==> config.mk <==
export PLATFORM = sky130hd
export DESIGN_NAME = tear_sync_trigger
export DESIGN_NICKNAME = d
export VERILOG_FILES = /design/src/rtl/tsync_pkg.sv /design/src/rtl/tsync_in_sync.sv /design/src/rtl/tsync_width_meas.sv /design/src/rtl/tsync_line_track.sv /design/src/rtl/tsync_xfer_ctrl.sv /design/src/rtl/tear_sync_trigger.sv
export SDC_FILE = /design/constraint.sdc
export NUM_CORES = 1
export LEC_CHECK = 0
export BUFFER_PORTS_ARGS = -buffer_cell sky130_fd_sc_hd__buf_4
export CORE_UTILIZATION = 35
export DETAILED_ROUTE_END_ITERATION = 16
export MAX_ROUTING_LAYER = met4
export SLEW_MARGIN = 5
export SYNTH_ARGS = -nofsm -noshare
export SYNTH_HDL_FRONTEND = slang
export SYNTH_SLANG_ARGS = --single-unit
==> constraint.sdc <==
create_clock -name clk -period 3.9 [get_ports clk]
set_clock_uncertainty 0.2 [all_clocks]
set_input_delay 0.78 -clock clk [delete_from_list [all_inputs] [get_ports clk]]
set_output_delay 0.78 -clock clk [all_outputs]
set_load 0.005 [all_outputs]
==> src/rtl/tsync_pkg.sv <==
package tsync_pkg;

   typedef enum logic [1:0] {
      TS_OFF     = 2'd0,
      TS_ONE_PIN = 2'd1,
      TS_TWO_PIN = 2'd2,
      TS_RSVD    = 2'd3
   } ts_mode_e;

   typedef enum logic [1:0] {
      XF_IDLE  = 2'd0,
      XF_ARMED = 2'd1,
      XF_RUN   = 2'd2
   } xf_state_e;

   typedef struct packed {
      logic vert;
      logic horz;
   } sync_evt_t;

   function automatic logic mode_uses_sync(input logic [1:0] m);
      return (m == TS_ONE_PIN) || (m == TS_TWO_PIN);
   endfunction

endpackage

==> src/rtl/tsync_in_sync.sv <==
module tsync_in_sync #(
   parameter int STAGES = 2
) (
   input  logic clk,
   input  logic rst_n,
   input  logic pin,
   input  logic active_high,
   output logic active
);
   if (STAGES < 2) begin : g_bad_stages
      $error("tsync_in_sync: STAGES must be at least 2");
   end

   logic [STAGES-1:0] chain_q;

   for (genvar s = 0; s < STAGES; s++) begin : g_stage
      if (s == 0) begin : g_first
         always_ff @(posedge clk or negedge rst_n) begin
            if (!rst_n) chain_q[0] <= 1'b0;
            else        chain_q[0] <= pin;
         end
      end else begin : g_next
         always_ff @(posedge clk or negedge rst_n) begin
            if (!rst_n) chain_q[s] <= 1'b0;
            else        chain_q[s] <= chain_q[s-1];
         end
      end
   end

   assign active = (chain_q[STAGES-1] == active_high);

endmodule

==> src/rtl/tsync_width_meas.sv <==
module tsync_width_meas #(
   parameter int CNT_W = 8
) (
   input  logic             clk,
   input  logic             rst_n,
   input  logic             active,
   output logic             pulse_end,
   output logic [CNT_W-1:0] width
);
   localparam logic [CNT_W-1:0] CNT_MAX = {CNT_W{1'b1}};

   logic [CNT_W-1:0] run_q;

   always_ff @(posedge clk or negedge rst_n) begin
      if (!rst_n)               run_q <= '0;
      else if (!active)         run_q <= '0;
      else if (run_q != CNT_MAX) run_q <= run_q + 1'b1;
   end

   assign pulse_end = !active && (run_q != '0);
   assign width     = run_q;

endmodule

==> src/rtl/tsync_line_track.sv <==
module tsync_line_track
   import tsync_pkg::*;
#(
   parameter int CNT_W  = 8,
   parameter int LINE_W = 11
) (
   input  logic              clk,
   input  logic              rst_n,
   input  logic [1:0]        mode,
   input  logic [CNT_W-1:0]  hs_thr,
   input  logic [CNT_W-1:0]  vs_thr,
   input  logic [LINE_W-1:0] target,
   input  logic              end_a,
   input  logic [CNT_W-1:0]  width_a,
   input  logic              end_b,
   input  logic [CNT_W-1:0]  width_b,
   output logic [LINE_W-1:0] line_cnt,
   output logic              line_hit
);
   localparam logic [LINE_W-1:0] LINE_MAX   = {LINE_W{1'b1}};
   localparam logic [CNT_W-1:0]  HS_FLOOR   = CNT_W'(2);
   localparam logic [CNT_W-1:0]  VS_FLOOR_1 = CNT_W'(4);
   localparam logic [CNT_W-1:0]  VS_FLOOR_2 = CNT_W'(2);

   logic              thr_ok;
   sync_evt_t         evt;
   logic [LINE_W-1:0] line_q, line_d;

   always_comb begin
      thr_ok = 1'b0;
      unique case (mode)
         TS_ONE_PIN: thr_ok = (hs_thr >= HS_FLOOR) && (vs_thr >= VS_FLOOR_1)
                              && (hs_thr != vs_thr);
         TS_TWO_PIN: thr_ok = (hs_thr >= HS_FLOOR) && (vs_thr >= VS_FLOOR_2)
                              && (hs_thr != vs_thr);
         default:    thr_ok = 1'b0;
      endcase
   end

   always_comb begin
      evt = '0;
      if (thr_ok) begin
         if (mode == TS_ONE_PIN) begin
            if (end_a && (width_a >= vs_thr))      evt.vert = 1'b1;
            else if (end_a && (width_a >= hs_thr)) evt.horz = 1'b1;
         end else begin
            evt.vert = end_b && (width_b >= vs_thr);
            evt.horz = end_a && (width_a >= hs_thr);
         end
      end
   end

   always_comb begin
      line_d = line_q;
      if (evt.vert)                          line_d = '0;
      else if (evt.horz && line_q != LINE_MAX) line_d = line_q + 1'b1;
   end

   always_ff @(posedge clk or negedge rst_n) begin
      if (!rst_n) line_q <= '0;
      else        line_q <= line_d;
   end

   assign line_cnt = line_q;
   assign line_hit = (evt.vert || evt.horz) && (line_d == target);

endmodule

==> src/rtl/tsync_xfer_ctrl.sv <==
module tsync_xfer_ctrl
   import tsync_pkg::*;
#(
   parameter int PIX_W = 24
) (
   input  logic             clk,
   input  logic             rst_n,
   input  logic [1:0]       mode,
   input  logic             line_hit,
   input  logic             ctl_wr,
   input  logic             ctl_enable,
   input  logic             ctl_start,
   input  logic [PIX_W-1:0] pix_total,
   input  logic             pix_tick,
   output logic             start_trig,
   output logic             xfer_en,
   output logic             xfer_done,
   output logic             start_pending,
   output logic [PIX_W-1:0] pix_left
);
   xf_state_e        st_q;
   logic [PIX_W-1:0] left_q;
   logic             pend_q, trig_q, done_q;
   logic             sync_sel, fire;

   assign sync_sel = mode_uses_sync(mode);
   assign fire     = sync_sel ? line_hit : pend_q;

   always_ff @(posedge clk or negedge rst_n) begin
      if (!rst_n) begin
         st_q   <= XF_IDLE;
         left_q <= '0;
         pend_q <= 1'b0;
         trig_q <= 1'b0;
         done_q <= 1'b0;
      end else begin
         trig_q <= 1'b0;
         done_q <= 1'b0;
         if (ctl_wr) begin
            pend_q <= ctl_start && !sync_sel;
            if (ctl_enable && (pix_total != '0)) begin
               st_q   <= XF_ARMED;
               left_q <= pix_total;
            end else begin
               st_q   <= XF_IDLE;
               left_q <= '0;
            end
         end else begin
            unique case (st_q)
               XF_ARMED: begin
                  if (fire) begin
                     st_q   <= XF_RUN;
                     trig_q <= 1'b1;
                     pend_q <= 1'b0;
                  end
               end
               XF_RUN: begin
                  if (pix_tick) begin
                     left_q <= left_q - 1'b1;
                     if (left_q == PIX_W'(1)) begin
                        st_q   <= XF_IDLE;
                        done_q <= 1'b1;
                     end
                  end
               end
               default: ;
            endcase
         end
      end
   end

   assign start_trig    = trig_q;
   assign xfer_en       = (st_q != XF_IDLE);
   assign xfer_done     = done_q;
   assign start_pending = pend_q;
   assign pix_left      = left_q;

endmodule

==> src/rtl/tear_sync_trigger.sv <==
module tear_sync_trigger
   import tsync_pkg::*;
#(
   parameter int CNT_W       = 8,
   parameter int LINE_W      = 11,
   parameter int PIX_W       = 24,
   parameter int SYNC_STAGES = 2,
   parameter bit TWO_PIN_EN  = 1'b1
) (
   input  logic              clk,
   input  logic              rst_n,
   input  logic [1:0]        sync_mode,
   input  logic              hs_active_high,
   input  logic              vs_active_high,
   input  logic [CNT_W-1:0]  hs_min_width,
   input  logic [CNT_W-1:0]  vs_min_width,
   input  logic [LINE_W-1:0] trig_line,
   input  logic              ctl_wr,
   input  logic              ctl_enable,
   input  logic              ctl_start,
   input  logic [PIX_W-1:0]  pix_total,
   input  logic              pix_tick,
   input  logic              te_a,
   input  logic              te_b,
   output logic              start_trig,
   output logic              xfer_en,
   output logic              xfer_done,
   output logic              start_pending,
   output logic [LINE_W-1:0] line_cnt,
   output logic [PIX_W-1:0]  pix_left
);
   if (CNT_W < 3) begin : g_bad_cnt
      $error("tear_sync_trigger: CNT_W must hold a width of 4");
   end
   if (LINE_W < 1 || PIX_W < 1) begin : g_bad_w
      $error("tear_sync_trigger: LINE_W and PIX_W must be positive");
   end

   logic             act_a, end_a;
   logic [CNT_W-1:0] width_a;
   logic             end_b;
   logic [CNT_W-1:0] width_b;
   logic             line_hit;

   tsync_in_sync #(.STAGES(SYNC_STAGES)) u_sync_a (
      .clk(clk), .rst_n(rst_n), .pin(te_a),
      .active_high(hs_active_high), .active(act_a)
   );
   tsync_width_meas #(.CNT_W(CNT_W)) u_meas_a (
      .clk(clk), .rst_n(rst_n), .active(act_a),
      .pulse_end(end_a), .width(width_a)
   );

   if (TWO_PIN_EN) begin : g_pin_b
      logic act_b;
      tsync_in_sync #(.STAGES(SYNC_STAGES)) u_sync_b (
         .clk(clk), .rst_n(rst_n), .pin(te_b),
         .active_high(vs_active_high), .active(act_b)
      );
      tsync_width_meas #(.CNT_W(CNT_W)) u_meas_b (
         .clk(clk), .rst_n(rst_n), .active(act_b),
         .pulse_end(end_b), .width(width_b)
      );
   end else begin : g_no_pin_b
      logic unused_b;
      assign unused_b = te_b ^ vs_active_high;
      assign end_b    = 1'b0;
      assign width_b  = '0;
   end

   tsync_line_track #(.CNT_W(CNT_W), .LINE_W(LINE_W)) u_line (
      .clk(clk), .rst_n(rst_n), .mode(sync_mode),
      .hs_thr(hs_min_width), .vs_thr(vs_min_width), .target(trig_line),
      .end_a(end_a), .width_a(width_a), .end_b(end_b), .width_b(width_b),
      .line_cnt(line_cnt), .line_hit(line_hit)
   );

   tsync_xfer_ctrl #(.PIX_W(PIX_W)) u_xfer (
      .clk(clk), .rst_n(rst_n), .mode(sync_mode), .line_hit(line_hit),
      .ctl_wr(ctl_wr), .ctl_enable(ctl_enable), .ctl_start(ctl_start),
      .pix_total(pix_total), .pix_tick(pix_tick),
      .start_trig(start_trig), .xfer_en(xfer_en), .xfer_done(xfer_done),
      .start_pending(start_pending), .pix_left(pix_left)
   );

endmodule

==> results.txt, run 1 <==
Layout cells sized above 1 - 0.284
Post-synth top area cell - dfrtp_1
Layout filler cell count - 1267
IO Pins - 102
Register Area - 0.00150 mm2
Int Pwr - 1460 uW
Die area - 0.0137 mm2
Worst Path Required - 3930 ps
Post-DR wirelength/cell - 16.2 um
DIE WIDTH - 117 um
DRC - 0
Sequential share of the synthesized area - 0.325
Pwr dens - 337 mW/mm2
Most common cell after layout, fill and taps aside - buf_4
ANT nets after route - 0
Placed inst area - 0.00595 mm2
Post-CTS Hold Fix Bufs - 0
Multi-input gate area in the final layout - 0.00297 mm2
Worst-skew pair later-pin latency - 340 ps
Top post-synthesis cells by area - dfrtp_1 (32%), ha_1 (8.9%), a21oi_1 (5.1%), nor2_1 (5.0%), nand2_1 (4.0%)
Comb pwr share - 0.258
Synth top area share - 0.325
Core area - 0.0127 mm2
First-pass GRT wire length - 23100 um
H-tree depth - 3
Gp weighted congestion - 0.920
Area growth from synthesis to layout - 36.0%
Iter 0 DRT Violations - 338
Commonest cells after routing, fill and taps aside - buf_4 (153), nor2_1 (61), dfrtp_1 (60)
Fmax achieved - 265 MHz
Hold Slack - 146 ps
Least-Margin Pin Slew - 985 ps
Worst-path clk slew - 50 ps
HPWL Detailed - 10900 um
Setup ws final - 128 ps
Clock share of power - 0.393
Total Wirelength - 14300 um
Number of flops mapped to enable cells by yosys - 0
Via density - 5.43
Pre-CTS setup slack - -340 ps
Synthesized Nets - 651
Initial Util - 0.363
RSZ-0062 raised after global routing - no
TritonRoute pass-1 iters - 5
Period Utilization, post-route - 0.967
Initial antenna violation count - 0
Vias in the first global route - 4622
#FFs+latches synth - 60
GRT Overall Usage - 0.228
I/O Buffers - 101
Root Driver - clkbuf_16
Post-Syn Instances - 555
Switching part of the total - 0.310
Via count - 4791
Post-Synthesis Cell Area - 0.00462 mm2
Largest net degree at the start of global routing - 61
Overall die height - 117 um
VDD IR-drop max - 0.147 mV
Netlist cell types - 67
Ys flop type - dfrtp_1
Total of warnings raised by yosys - 0
Antenna fix cells - 0
Design Power - 2120 uW
Endpoints failing hold - 0
Number of placement rows - 41
Nets - 802
Max clock buf depth - 2
CTS tree - yes
Outcome - finished clean
Asr flop ratio synth - 1.00
GR Overflow Total - 0
Worst-path fanout max - 9
Fin util - 0.494
Setup crit end kind - flip-flop
Arr. time, crit path - 3810 ps
CTS Buf Count - 9
Psw - 657 uW
Mean area per synthesized cell - 8.33 um2
# clock sinks - 60
Crit path launch type - primary input
Max transition margin - 0.341
Max-cap viol count - 0
Final setup viols - 0
Seq pwr share - 0.349
Crit Path Category - primary input to flip-flop
Finished layout cell area - 0.00628 mm2
Min-delay worst type - flip-flop to flip-flop
Pins over their slew limit - 0
Lkg Pwr - 0.00291 uW
Crit path time final - 3770 ps
## worst max-delay path, cell delays in order
cell	delay, ps
buf_4	120
inv_1	80
ha_1	240
and3_4	160
a221o_1	320
a22o_2	310
or4b_1	560
and2_4	200
a2111oi_4	350
nand4_2	140
o21a_2	260
a2111oi_4	280
## area by class of cell
class,count,area share
Multi-Input combinational cell,444,0.473
Sequential cell,60,0.239
Timing Repair Buffer,153,0.183
Clock buffer,12,0.0408
Tap cell,172,0.0342
Inverter,38,0.0227
Clock inverter,4,0.00757
## layer usage
layer	track usage	vias up	wire length, um
met4	0.0886	0	284
met1	0.303	2228	6800
met2	0.334	184	6110
li1	-	2353	-
met5	-	-	0
met3	0.0556	26	1140
## repair_timing
item	in CTS	in global routing
buffers inserted	0	0
resized for setup	0	9
endpoints found under the setup margin	0	4
## registers in the layout, summed over array words and instances (netlist names)
signal                    count
u_xfer.pix_left              24
u_line.line_cnt              11
g_pin_b.u_meas_b.width        8
u_meas_a.width                8
g_pin_b.u_sync_b.chain_q      2
u_sync_a.chain_q              2
u_xfer.st_q                   2
u_xfer.start_pending          1
u_xfer.start_trig             1
u_xfer.xfer_done              1
## cell families (layout without fill, tap and decap cells)
kind of cell,count (synthesis),after routing,share of synthesized area
simple gates,227,227,0.247
compound gates,153,153,0.232
flops,60,60,0.325
buf+inv,51,207,0.0441
fa+ha+maj,33,33,0.0894
xor+xnor,28,28,0.0563
mux,3,3,0.00650
## Yosys cell counts (4+ instances only)
cell        n
nand2_1    49
clkbuf_1    8
o21a_1      4
or3_1      12
nand2b_1    6
ha_1       33
xor2_1      7
a31o_2      9
nor3_1     24
nand3_1    14
nor2_1     61
a211oi_1    5
and3_1      8
a31oi_1    10
dfrtp_1    60
nand4_1    11
a22o_1      4
nor4_1     15
inv_1      38
nor3b_1     5
o211ai_1    4
o21ai_0    28
a21oi_1    47
o2111ai_1   4
xnor2_1    19
a41o_1      6
a22oi_1     5
## power by group through the flow
stage	Sequential (uW)	Clock, uW	Combinational, uW
2_1_floorplan	737	0	282
3_3_place_gp	747	0	534
3_5_place_dp	748	0	542
4_1_cts	738	854	545
5_1_grt	749	882	610
6_report	740	832	547
## final timing paths
path / cells after the start / slack [ps] / to / startpoint
min in group asynchronous: 1 / 340 / u_meas_a.width[7] / rst_n
worst min-delay path: 0 / 150 / g_pin_b.u_sync_b.chain_q[1] / g_pin_b.u_sync_b.chain_q[0]
max in group asynchronous: 1 / 2620 / u_xfer.pix_left[14] / rst_n
worst min register to register: 0 / 150 / g_pin_b.u_sync_b.chain_q[1] / g_pin_b.u_sync_b.chain_q[0]
worst max register to register: 10 / 220 / u_xfer.st_q[1] / u_meas_a.width[7]
worst max-delay path: 12 / 130 / u_xfer.st_q[1] / vs_min_width[6]
## through the flow
stage               std cells  setup TNS (ps)
detailed placement        867           -1010
global placement          867            -579
global route              883               0
floorplan                 555               0
CTS                       883               0
finish                    883               0
No activity file was read; power rests on OpenSTA's default activity.
==> run 2, diff against run 1 <==
- CTS_BUF_LIST: default -> sky130_fd_sc_hd__clkbuf_2 sky130_fd_sc_hd__clkbuf_4 sky130_fd_sc_hd__clkbuf_8
==> run 2 against run 1 <==
Final area decreased by 1.9%. Die area unchanged. Fmax decreased by 0.83%. Setup slack got worse by 32 ps. Sequential share of layout area increased by 0.46 points. Sequential cell count unchanged. Critical path depth increased by 1. Via count decreased by 0.29%. Clock power decreased by 26%. Count of clock-buffer cells in the layout unchanged. Largest cell class unchanged. Largest power group is now registers. Highest routed layer unchanged.
==> results.txt, run 2 (synthesis results as in run 1) <==
Crit path time final - 3800 ps (+31.5 ps)
Lkg Pwr - 0.00286 uW (-1.6%)
DRC - 0 (unchanged)
GR Overflow Total - 0 (unchanged)
Core area - 0.0127 mm2 (unchanged)
Outcome - finished clean
Setup crit end kind - flip-flop
Overall die height - 117 um (unchanged)
Post-CTS Hold Fix Bufs - 0 (unchanged)
I/O Buffers - 101 (unchanged)
Fin util - 0.485 (-0.00924)
Setup ws final - 96.6 ps (-31.5 ps)
First-pass GRT wire length - 23100 um (-0.30%)
Commonest cells after routing, fill and taps aside - buf_4 (153), nor2_1 (61), dfrtp_1 (60)
Area growth from synthesis to layout - 33.4%
Setup Fix Bufs, Post-CTS - 0 (unchanged)
Fmax achieved - 263 MHz (-0.83%)
Vias in the first global route - 4624 (+0.043%)
Largest net degree at the start of global routing - 61 (unchanged)
Period Utilization, post-route - 0.975 (+0.00808)
Total Wirelength - 14200 um (-1.1%)
Design Power - 1900 uW (-10%)
Max-cap viol count - 0 (unchanged)
R2R depth - 11 (+1)
Most common cell after layout, fill and taps aside - buf_4
Register Area - 0.00150 mm2 (unchanged)
Initial Util - 0.363 (unchanged)
Crit path launch type - primary input
HPWL Detailed - 10900 um (unchanged)
Post-DR wirelength/cell - 16.1 um (-1.1%)
# clock sinks - 60 (unchanged)
Endpoints failing hold - 0 (unchanged)
Via count - 4777 (-0.29%)
R2R Setup Slk - 160 ps (-60 ps)
Antenna fix cells - 0 (unchanged)
Reg-to-Reg Start - u_meas_a.width[7]
Worst Path Required - 3960 ps (+30 ps)
Initial antenna violation count - 0 (unchanged)
Final setup viols - 0 (unchanged)
Min-Delay Path Depth - 0 (unchanged)
Least-Margin Pin Slew - 991 ps (+5.60 ps)
Min-delay worst type - flip-flop to flip-flop
Max reg flops - 24 (unchanged)
Worst-path clk slew - 70 ps (+20 ps)
Worst-path fanout max - 9 (unchanged)
Finished layout cell area - 0.00617 mm2 (-1.9%)
Root Driver - clkbuf_8
Via density - 5.41 (-0.29%)
Dpl cells - 867 (unchanged)
Iter 0 DRT Violations - 305 (-9.8%)
Max clock buf depth - 2 (unchanged)
CTS Buf Count - 9 (unchanged)
Die area - 0.0137 mm2 (unchanged)
H-tree depth - 3 (unchanged)
TritonRoute pass-1 iters - 4 (-1)
Pwr dens - 308 mW/mm2 (-8.8%)
RSZ-0062 raised after global routing - no
ANT nets after route - 0 (unchanged)
Nets - 802 (unchanged)
Max transition margin - 0.337 (-0.00374)
Pre-CTS setup slack - -340 ps (unchanged)
Pins over their slew limit - 0 (unchanged)
Final Non-Filler Cells - 883 (unchanged)
Gp weighted congestion - 0.920 (unchanged)
Arr. time, crit path - 3860 ps (+50 ps)
Layout filler cell count - 1277 (+0.79%)
DIE WIDTH - 117 um (unchanged)
Worst-skew pair later-pin latency - 360 ps (+20 ps)
Multi-input gate area in the final layout - 0.00295 mm2 (-0.67%)
IO Pins - 102 (unchanged)
Setup crit end - u_xfer.st_q[1]
GRT Overall Usage - 0.227 (-0.000798)
R2r endpoint - u_xfer.st_q[1]
CTS tree - yes
Worst Setup SP - vs_min_width[6]
Placed inst area - 0.00595 mm2 (unchanged)
Crit Path Category - primary input to flip-flop
VDD IR-drop max - 0.137 mV (-6.2%)
Number of placement rows - 41 (unchanged)
Layout cells sized above 1 - 0.280 (-0.00422)
run 2: cell types whose count changed in the layout (fill, tap and decap cells not counted):
cell       previous run  this run
or3_4                 1         0
or3_1                11        12
a22o_1                3         4
a22o_2                1         0
nor4_1               14        15
clkbuf_1              1         0
clkbuf_8              2        11
o41ai_1               1         2
clkbuf_4              0         1
o41ai_2               1         0
nor4_2                1         0
clkbuf_16             9         0
run 2: worst max-delay path: stages:
cell,delay (ps)
buf_4,120
inv_1,80
ha_1,240
and3_4,160
a221o_1,320
a22o_1,320
or3_1,450
mux2i_1,160
a221o_1,330
a211oi_2,220
nand4_2,140
o21a_2,260
a2111oi_4,280
run 2: repair_timing:
| action | 4_1_cts | 5_1_grt |
|---|---|---|
| gates resized for setup | 0 | 5 |
| endpoints found under the hold margin | 0 | 0 |
| endpoints found under the setup margin | 0 | 2 |
run 2: stage by stage:
step	TNS, ps	hold slack (ps)
6_report	0	149
5_1_grt	0	157
4_1_cts	0	152
3_5_place_dp	-1010	136
3_3_place_gp	-579	135
2_1_floorplan	0	131
run 2: worst min path at each step:
stage	startpoint	end	slack [ps]
after floorplan	g_pin_b.u_sync_b.chain_q[0]	g_pin_b.u_sync_b.chain_q[1]	130
after global placement	g_pin_b.u_sync_b.chain_q[0]	g_pin_b.u_sync_b.chain_q[1]	140
after detailed placement	u_sync_a.chain_q[0]	u_sync_a.chain_q[1]	140
after CTS	u_sync_a.chain_q[0]	u_sync_a.chain_q[1]	150
after global routing	g_pin_b.u_sync_b.chain_q[0]	g_pin_b.u_sync_b.chain_q[1]	160
final	g_pin_b.u_sync_b.chain_q[0]	g_pin_b.u_sync_b.chain_q[1]	150
run 2: cell type report:
type | instances | share of cell area
Inverter | 38 | 0.0231
Sequential cell | 60 | 0.244
Tap cell | 172 | 0.0349
Multi-Input combinational cell | 444 | 0.479
Clock buffer | 12 | 0.0258
Timing Repair Buffer | 153 | 0.186
Clock inverter | 4 | 0.00771
run 2: metal layers:
layer	routed length [um]	vias up	global-route usage	part of all wire
met5	0	-	-	0
met4	226	0	0.0835	0.016
met3	1080	23	0.0587	0.076
met2	6020	169	0.332	0.42
met1	6840	2233	0.302	0.48
li1	-	2352	-	-
run 2: power by group:
| group | switching, uW | internal, uW |
|---|---|---|
| clock network | 280 | 335 |
| registers | 68.7 | 670 |
| logic | 281 | 262 |
| total | 630 | 1270 |
